<file path="src/rtl/pat_fetch_pkg.sv">
package pat_fetch_pkg;
  localparam int BANK_W = 1;
  localparam int PAGE_W = 5;
  localparam int NIB_W  = 4;
  localparam int OP_W   = 3;
  localparam int OFS_W  = NIB_W + 2;
  localparam int ADDR_W = BANK_W + PAGE_W + OFS_W;
  localparam int WORD_W = 2 * NIB_W + 2;

  typedef enum logic [1:0] {ST_IDLE, ST_FETCH, ST_CAP} pat_st_e;
endpackage

</file>
<file path="src/rtl/pat_addr_gen.sv">
module pat_addr_gen
  import pat_fetch_pkg::*;
#(
  parameter int NW = NIB_W,
  parameter int PW = PAGE_W,
  parameter int OW = OP_W,
  localparam int AW = 1 + PW + NW + 2
) (
  input  logic [AW-1:0] pc_i,
  input  logic [NW-1:0] acc_i,
  input  logic [NW-1:0] b_i,
  input  logic          carry_i,
  input  logic [OW-1:0] p_i,
  output logic [AW-1:0] addr_o
);
  localparam int HI_W = PW + 1;
  logic [HI_W-1:0] hi_mod;

  // operand on top (its MSB hits the bank), then carry, then B high pair
  assign hi_mod = HI_W'({p_i, carry_i, b_i[NW-1 -: 2]});
  assign addr_o = {pc_i[AW-1 -: HI_W] | hi_mod, acc_i, b_i[1:0]};
endmodule

</file>
<file path="src/rtl/pat_seq.sv">
module pat_seq
  import pat_fetch_pkg::*;
(
  input  logic    clk_i,
  input  logic    rst_ni,
  input  logic    start_i,
  output logic    accept_o,
  output pat_st_e st_o
);
  pat_st_e st_q, st_d;

  assign accept_o = (st_q == ST_IDLE) && start_i;

  always_comb begin
    st_d = st_q;
    unique case (st_q)
      ST_IDLE:  if (start_i) st_d = ST_FETCH;
      ST_FETCH: st_d = ST_CAP;
      ST_CAP:   st_d = ST_IDLE;
      default:  st_d = ST_IDLE;
    endcase
  end

  always_ff @(posedge clk_i or negedge rst_ni)
    if (!rst_ni) st_q <= ST_IDLE;
    else         st_q <= st_d;

  assign st_o = st_q;

  assert_fetch_to_cap_R4: assert property (@(posedge clk_i) disable iff (!rst_ni)
    (st_q == ST_FETCH) |=> (st_q == ST_CAP));
  assert_cap_to_idle_R9: assert property (@(posedge clk_i) disable iff (!rst_ni)
    (st_q == ST_CAP) |=> (st_q == ST_IDLE));
endmodule

</file>
<file path="src/rtl/pat_route.sv">
module pat_route
  import pat_fetch_pkg::*;
#(
  parameter int NW = NIB_W,
  localparam int WW = 2 * NW + 2
) (
  input  logic          cap_i,
  input  logic [WW-1:0] word_i,
  output logic [1:0]    we_o,
  output logic [NW-1:0] lo_o,
  output logic [NW-1:0] hi_o
);
  // command bit g (word bit 2*NW+g): g=0 acc/B pair, g=1 R2/R3 pair
  for (genvar g = 0; g < 2; g++) begin : g_dest
    assign we_o[g] = cap_i & word_i[2*NW+g];
  end
  assign lo_o = word_i[NW-1:0];
  assign hi_o = word_i[2*NW-1:NW];
endmodule

</file>
<file path="src/rtl/pat_fetch_unit.sv">
module pat_fetch_unit
  import pat_fetch_pkg::*;
#(
  parameter int NW = NIB_W,
  parameter int PW = PAGE_W,
  parameter int OW = OP_W,
  localparam int AW = 1 + PW + NW + 2,
  localparam int WW = 2 * NW + 2
) (
  input  logic          clk_i,
  input  logic          rst_ni,
  input  logic          start_i,
  input  logic [AW-1:0] pc_i,
  input  logic [NW-1:0] acc_i,
  input  logic [NW-1:0] b_i,
  input  logic          carry_i,
  input  logic [OW-1:0] p_i,
  output logic          rom_en_o,
  output logic [AW-1:0] rom_addr_o,
  input  logic [WW-1:0] rom_data_i,
  output logic          ab_we_o,
  output logic [NW-1:0] acc_o,
  output logic [NW-1:0] b_o,
  output logic          io_we_o,
  output logic [NW-1:0] r2_o,
  output logic [NW-1:0] r3_o,
  output logic          pc_we_o,
  output logic [AW-1:0] pc_next_o,
  output logic          done_o,
  output logic          busy_o
);
  pat_st_e       st;
  logic          accept;
  logic [AW-1:0] addr_d, addr_q, pc_q;
  logic [1:0]    we;
  logic [NW-1:0] lo, hi;

  pat_seq u_seq (
    .clk_i   (clk_i),
    .rst_ni  (rst_ni),
    .start_i (start_i),
    .accept_o(accept),
    .st_o    (st)
  );

  pat_addr_gen #(.NW(NW), .PW(PW), .OW(OW)) u_addr (
    .pc_i   (pc_i),
    .acc_i  (acc_i),
    .b_i    (b_i),
    .carry_i(carry_i),
    .p_i    (p_i),
    .addr_o (addr_d)
  );

  // temporary address kept apart from the program counter copy
  always_ff @(posedge clk_i or negedge rst_ni)
    if (!rst_ni) begin
      addr_q <= '0;
      pc_q   <= '0;
    end else if (accept) begin
      addr_q <= addr_d;
      pc_q   <= pc_i;
    end

  pat_route #(.NW(NW)) u_route (
    .cap_i (st == ST_CAP),
    .word_i(rom_data_i),
    .we_o  (we),
    .lo_o  (lo),
    .hi_o  (hi)
  );

  assign rom_en_o   = (st == ST_FETCH);
  assign rom_addr_o = addr_q;
  assign done_o     = (st == ST_CAP);
  assign busy_o     = (st != ST_IDLE);
  assign pc_we_o    = done_o;
  assign pc_next_o  = pc_q + AW'(1);
  assign ab_we_o    = we[0];
  assign io_we_o    = we[1];
  assign acc_o      = lo;
  assign b_o        = hi;
  assign r2_o       = lo;
  assign r3_o       = hi;

  assert_en_then_done_R4: assert property (@(posedge clk_i) disable iff (!rst_ni)
    rom_en_o |=> done_o);
  assert_done_single_R8: assert property (@(posedge clk_i) disable iff (!rst_ni)
    done_o |=> !done_o);
  assert_bank_lock_R3: assert property (@(posedge clk_i) disable iff (!rst_ni)
    (rom_en_o && pc_q[AW-1]) |-> rom_addr_o[AW-1]);
  assert_we_in_cap_R7: assert property (@(posedge clk_i) disable iff (!rst_ni)
    (ab_we_o || io_we_o) |-> done_o);
  assert_addr_hold_R9: assert property (@(posedge clk_i) disable iff (!rst_ni)
    done_o |-> $stable(rom_addr_o));
endmodule

</file>
<file path="config.mk">
export PLATFORM = sky130hd
export DESIGN_NAME = pat_fetch_unit
export DESIGN_NICKNAME = d
export VERILOG_FILES = /design/src/rtl/pat_fetch_pkg.sv /design/src/rtl/pat_addr_gen.sv /design/src/rtl/pat_seq.sv /design/src/rtl/pat_route.sv /design/src/rtl/pat_fetch_unit.sv
export SDC_FILE = /design/constraint.sdc
export NUM_CORES = 1
export LEC_CHECK = 0
export BUFFER_PORTS_ARGS = -buffer_cell sky130_fd_sc_hd__buf_2
export CAP_MARGIN = 5
export CORE_MARGIN = 1
export CORE_UTILIZATION = 42
export CTS_CLUSTER_DIAMETER = 60
export DETAILED_ROUTE_END_ITERATION = 16
export GPL_TIMING_DRIVEN = 0
export PLACE_DENSITY = 0.9
export SLEW_MARGIN = 30
export SYNTH_ARGS = -nofsm -noshare
export SYNTH_HDL_FRONTEND = slang
export SYNTH_SLANG_ARGS = --single-unit
</file>
<file path="constraint.sdc">
create_clock -name clk_i -period 1.67 [get_ports clk_i]
set_clock_uncertainty 0.15 [all_clocks]
set_input_delay 0.0835 -clock clk_i [delete_from_list [all_inputs] [get_ports clk_i]]
set_output_delay 0.0835 -clock clk_i [all_outputs]
set_load 0.02 [all_outputs]
</file>
==> results of run 1 <==
cell type report:
class	instances	share of cell area [%]
clock inverter	1	1.34
timing repair buffer	110	32.8
inverter	1	0.167
sequential	26	29.1
tap	44	2.45
clock buffer	3	1.00
buffer	20	7.01
multi-input combinational	70	26.2
per-stage QoR:
stage / worst slack, ps / cells / instance area [µm²] / hold WS [ps]
global route: -245 / 275 / 2250 / 59.3
detailed placement: 66.0 / 235 / 1780 / -37.1
CTS: -132 / 270 / 2160 / 80.4
floorplan: 151 / 117 / 1360 / -362
finish: -171 / 275 / 2250 / 54.6
global placement: 76.6 / 235 / 1780 / -40.6
worst max-delay path by stage:
stage	from	endpoint	slack (ps)	cells past startpoint
after detailed placement	u_seq.st_o[1]	rom_addr_o[1]	70	3
after global routing	pc_q[6]	pc_next_o[11]	-250	4
after global placement	u_seq.st_o[1]	pc_q[10]	80	3
after CTS	pc_q[0]	pc_next_o[6]	-130	5
final	pc_q[0]	pc_next_o[6]	-170	6
after floorplan	pc_q[0]	pc_next_o[6]	150	4
flip-flops by register name (all words and copies together), names as in the netlist:
| register | cells |
|---|---|
| rom_addr_o | 12 |
| pc_q | 12 |
| u_seq.st_o | 2 |
cell usage in the layout, fill, tap and decap left out, drive strengths merged:
master and n:
xnor2 2, dfrtp 26, buf 105, nand2 4, inv 1, a21oi 6, nor2 15, o21ai 1
clkbuf 3, nor4 1, nor3 2, mux2 17, and3 1, bufinv 1, ha 1, nor3b 1
nand3 4, or2 1, nor2b 3, xor2 8, nand4 1, dlygate4sd3 25, and2 2
cells by family after synthesis:
kind of cell             share of synthesized area, %
AO/OA/AOI/OAI                                    2.58
XOR/XNOR                                         6.45
adder cells (fa/ha/maj)                         0.922
buffers and inverters                            11.9
flip-flops                                       47.9
multiplexers                                     14.1
AND/OR/NAND/NOR                                  16.1
power groups by stage:
| stage | combinational (W) | sequential [W] | clock (W) |
|---|---|---|---|
| 6_report | 0.00115 | 0.000911 | 0.000440 |
| 5_1_grt | 0.00124 | 0.000931 | 0.000469 |
| 4_1_cts | 0.00105 | 0.000900 | 0.000444 |
| 3_5_place_dp | 0.000885 | 0.000933 | 0 |
| 3_3_place_gp | 0.000868 | 0.000928 | 0 |
| 2_1_floorplan | 0.000524 | 0.000993 | 0 |
routing by layer:
metal  share of wire (%)  wire (µm)
met5                   0          0
met4                 1.2         42
met3                 7.9        287
met2                  53       1920
met1                  38       1380
repair_timing:
item	4_1_cts	5_1_grt
endpoints found under the hold margin	50	0
buffers inserted	6	5
pin swaps	0	7
hold buffers	25	0
resized for setup	12	11
endpoints found under the setup margin	8	23
worst max-delay path, delay by kind of cell (launching register included):
family | cells | cell delay (ps)
flops | 1 | 390
fa+ha+maj | 1 | 150
xor+xnor | 1 | 190
simple gates | 2 | 270
buf+inv | 2 | 280
==> results_dict.tcl, run 1 <==
set metrics [dict create \
    cp_slowest_stage_delay_ps 390 \
    min_from "start_i" \
    die-area_um2 3460 \
    status "complete, but fails checks" \
    hold_end "u_seq.st_o[0]" \
    wl_per_cell_um 13.2 \
    drt.antenna.violating_nets 0 \
    clk_latency_ps 330 \
    r2r_slack_ps 120 \
    fin_nets 270 \
    syn_avg_cell_area_um2 11.6 \
    grt-ovfl-total 0 \
    powerDensity_nw_per_um2 1110 \
    drv_slew 0 \
    clock_sinks 26 \
    violations "negative setup slack" \
    combPwrFrac_pct 46.1 \
    yosysMostFrequentCell "dfrtp_1" \
    p_switching_w 0.000926 \
    grt_util_all_layers_pct 21.6 \
    grt_pass1_wl_um 5550 \
    met3_usage_pct 3.96 \
    grt.busiest_layer "met2" \
    tritoncts "yes" \
    use_met2_pct 40.3 \
    final_util_pct 73.6 \
    rsz0062_at_grt "true" \
    ir_drop_v 0.000616 \
    synth_top_cells_by_area "dfrtp_1, mux2_2, buf_4, xor2_1, nor2_1" \
    holdPathStages 3 \
    drive_above_1_share_pct 60.2 \
    multiInputGateArea_um2 588 \
    setup-tns-final_ps -776 \
    yosysSeqAreaShare_pct 47.9 \
    netlist-cell-type-count 23 \
    hold_violations 0 \
    critPathSlowestCell "dfrtp_1" \
    period_needed_ps 1840 \
    die_w_um 58.9 \
    regArea_um2 654 \
    use_met1_pct 25.5 \
    syn2layout_area_growth_pct 65.6 \
    die_h_um 58.9 \
    ys.flop_type "dfrtp_1" \
    rows 20 \
    antenna_cells 0 \
    io_pins 83 \
    worstSetupEndpointType "output port" \
    synth_edf_count 0 \
    p_leak_nw 1.09 \
    p_clk_share_pct 17.6 \
    hpwl_um 2220 \
    portBuffers 74 \
    finalCritPeriodShare_pct 110 \
    grt_max_degree 27 \
    via_per_inst 4.61 \
    start_util_pct 44.5 \
    max_freq_ghz 0.543 \
    max_cap_viol_count 0 \
    tightestPinTransition_ps 576 \
    antenna_found_initial 0 \
    nFillCells 216 \
    relSlewSlack_pct 61.6 \
    cp_data_required_time_ps 1440 \
    drc 0 \
    yosys_warnings 0 \
    p_seq_share_pct 36.4 \
    syn-num-nets 155 \
    num_vias 1268 \
    dr.pass1.iters 4 \
    cp-start-kind "register" \
    hold_path_class "in2reg" \
    cts_made_buffers 3 \
    reg2reg_depth 3 \
    async_flop_share_pct 100 \
    sw_frac_of_total_pct 37.0 \
    synth_area_um2 1360 \
    syn_inst 117 \
    grt_pass1_vias 1236 \
    power_w 0.00250 \
    clkTransAtPathRegs_ps 150 \
    drt_iter0_markers 25 \
    path_max_fanout 4 \
    fin_ws_ps -171 \
    ctsHtreeMaxLevel 1 \
    r2r_end "rom_addr_o[2]" \
    path_class "reg2out" \
    timing.critical_path.arrival_ps 1610 \
    power.internal_w 0.00158 \
    setup_viol 9 \
    crit_chain "buf_6 > ha_4 > and3_4 > nand3_2 > xnor2_1 > buf_4" \
    synth_commonest_cells "dfrtp_1, buf_4, mux2_2, nor2_1, xor2_1" \
    wl_um 3630 \
    r2r-start "u_seq.st_o[0]" \
    cts_buffer_depth 2 \
    synth_top_area_share_pct 47.9 \
    core_um2 3050 \
    ys_ff_latch 26 \
    root_buffer "clkbuf_4" \
    place_congestion 0.772 \
    yosysTopAreaCell "dfrtp_1" \
]
Note: power is estimated with default switching activity, not from simulation.
==> run 2, diff against run 1 <==
- CTS_CLUSTER_DIAMETER: 60 -> 30
- PLACE_DENSITY: 0.9 -> 0.83
==> run 2 against run 1 <==
  * The flow still finishes with violations (negative setup slack)
  * Routed wire length shrank 8.3%
  * Clock power shrank 29%
  * Largest power group unchanged
  * Final area shrank 1.8%
  * Critical path depth down 2
  * Combinational power is 4% lower
  * Via count decreased by 2.8%
  * Largest cell class unchanged
  * First-iteration DRC count shrank 28%
  * Worst setup slack better by 50 ps
  * Global-route usage decreased by 1.6 points
  * Sequential power about the same
  * Final cell count down 0.36%
  * Total power shrank 7.1%
==> results_dict.tcl, run 2 (synthesis results as in run 1) <==
set metrics [dict create \
    max_freq_ghz 0.558 \
    antenna_found_initial 0 \
    tightestPinTransition_ps 560 \
    root_buffer "clkbuf_4" \
    die_h_um 58.9 \
    p_clk_share_pct 13.4 \
    num_vias 1233 \
    p_leak_nw 1.09 \
    syn2layout_area_growth_pct 62.7 \
    start_util_pct 44.5 \
    portBuffers 74 \
    postLayoutCellArea_um2 2210 \
    cp_data_required_time_ps 1440 \
    drc 0 \
    antenna_cells 0 \
    via_per_inst 4.50 \
    crit_path_end "pc_next_o[11]" \
    tritoncts "yes" \
    startpoint "pc_q[7]" \
    setup_viol 7 \
    cp-start-kind "register" \
    post_dp_cell_area_um2 1780 \
    fin_nets 269 \
    ir_drop_v 0.000815 \
    hold_path_class "in2reg" \
    grt_pass1_vias 1191 \
    grt_pass1_wl_um 5190 \
    cts_made_buffers 3 \
    path_max_fanout 4 \
    hpwl_um 2150 \
    hold_violations 0 \
    max_cap_viol_count 0 \
    crit_chain "nand2_1 > nor4_4 > xor2_1 > buf_4" \
    reg2reg_depth 3 \
    min_from "start_i" \
    path_class "reg2out" \
    place_congestion 0.765 \
    power.internal_w 0.00144 \
    drt.antenna.violating_nets 0 \
    cts_buffer_depth 2 \
    drt_iter0_markers 18 \
    combPwrFrac_pct 47.4 \
    die_w_um 58.9 \
    cp_slowest_stage_delay_ps 430 \
    clkTransAtPathRegs_ps 140 \
    r2r_slack_ps 70 \
    p_switching_w 0.000883 \
    wl_per_cell_um 12.2 \
    rows 20 \
    grt-ovfl-total 0 \
    relSlewSlack_pct 62.7 \
    dp_slack_ps 79.9 \
    regArea_um2 654 \
    layout_common_cells "buf_2, buf_4, dlygate4sd3_1" \
    ctsHtreeMaxLevel 1 \
    grt_util_all_layers_pct 20.0 \
    clk_latency_ps 320 \
    sw_frac_of_total_pct 38.0 \
    period_needed_ps 1790 \
    fin_ws_ps -121 \
    status "complete, but fails checks" \
    mostFrequentLayoutCell "buf_2" \
    drive_above_1_share_pct 60.0 \
    r2r_end "rom_addr_o[2]" \
    nFillCells 218 \
    grt_max_degree 27 \
    timing.critical_path.arrival_ps 1560 \
    violations "negative setup slack" \
    die-area_um2 3460 \
    core_um2 3050 \
    whs_ps 85.1 \
    drv_slew 0 \
    powerDensity_nw_per_um2 1050 \
    critPathSlowestCell "dfrtp_1" \
    multiInputGateArea_um2 581 \
    rsz0062_at_grt "true" \
    dr.pass1.iters 4 \
    finalCritPeriodShare_pct 107 \
    clock_sinks 26 \
    p_seq_share_pct 39.2 \
    worstSetupEndpointType "output port" \
    r2r-start "u_seq.st_o[0]" \
    wl_um 3330 \
    io_pins 83 \
]
## run 2: cell types whose count changed in the layout (fill, tap and decap cells not counted), sizes merged
cell / previous run / this run
bufinv: 1 / 0
buf: 105 / 104
clkbuf: 3 / 4
## run 2: cell type report
type,count,share of cell area (%)
Timing Repair Buffer,109,32.6
Sequential cell,26,29.6
Multi-Input combinational cell,70,26.3
Buffer,20,7.14
Tap cell,44,2.49
Clock buffer,4,1.64
Inverter,1,0.170
## run 2: power by group through the flow
| stage | Combinational, W | Sequential, W | Clock (W) |
|---|---|---|---|
| 2_1_floorplan | 0.000524 | 0.000993 | 0 |
| 3_3_place_gp | 0.000869 | 0.000926 | 0 |
| 3_5_place_dp | 0.000886 | 0.000933 | 0 |
| 4_1_cts | 0.00105 | 0.000901 | 0.000321 |
| 5_1_grt | 0.00118 | 0.000932 | 0.000352 |
| 6_report | 0.00110 | 0.000913 | 0.000311 |
## run 2: stage by stage
step	util (%)	setup TNS [ps]	power [W]	std cells
detailed placement	58.4	0	0.00182	235
floorplan	-	0	0.00152	117
finish	72.3	-502	0.00233	274
CTS	70.7	-539	0.00228	272
global placement	58.4	0	0.00180	235
global route	72.3	-1400	0.00247	274
## run 2: critical path: cells and delay by family, from the launching register on
| kind | cells | cell delay (ps) |
|---|---|---|
| and+or+nand+nor | 2 | 480 |
| DFF | 1 | 430 |
| xor gates and xnor gates | 1 | 170 |
| buffers and inverters | 1 | 160 |
## run 2: layer usage
metal / GRT usage [%] / vias to the layer above / wire length, µm
met5: 0 / - / 0
met1: 25.1 / 576 / 1330
li1: - / 597 / -
met2: 35.1 / 56 / 1700
met4: 7.14 / 0 / 57
met3: 3.08 / 4 / 246
## run 2: worst min path at each step
| stage | end | slack (ps) | cells past startpoint |
|---|---|---|---|
| floorplan | pc_q[0] | -360 | 0 |
| global placement | rom_addr_o[4] | -40 | 1 |
| detailed placement | rom_addr_o[4] | -40 | 1 |
| CTS | u_seq.st_o[0] | 80 | 3 |
| global route | u_seq.st_o[0] | 70 | 3 |
| finish | u_seq.st_o[0] | 90 | 3 |
## run 2: timing repair
action                                 4_1_cts  5_1_grt
pin swaps                                    2        6
hold buffers                                25        0
setup buffers                                8        2
endpoints found under the hold margin       50        0
gates resized for setup                     12        8
setup endpoints to repair                    8       15
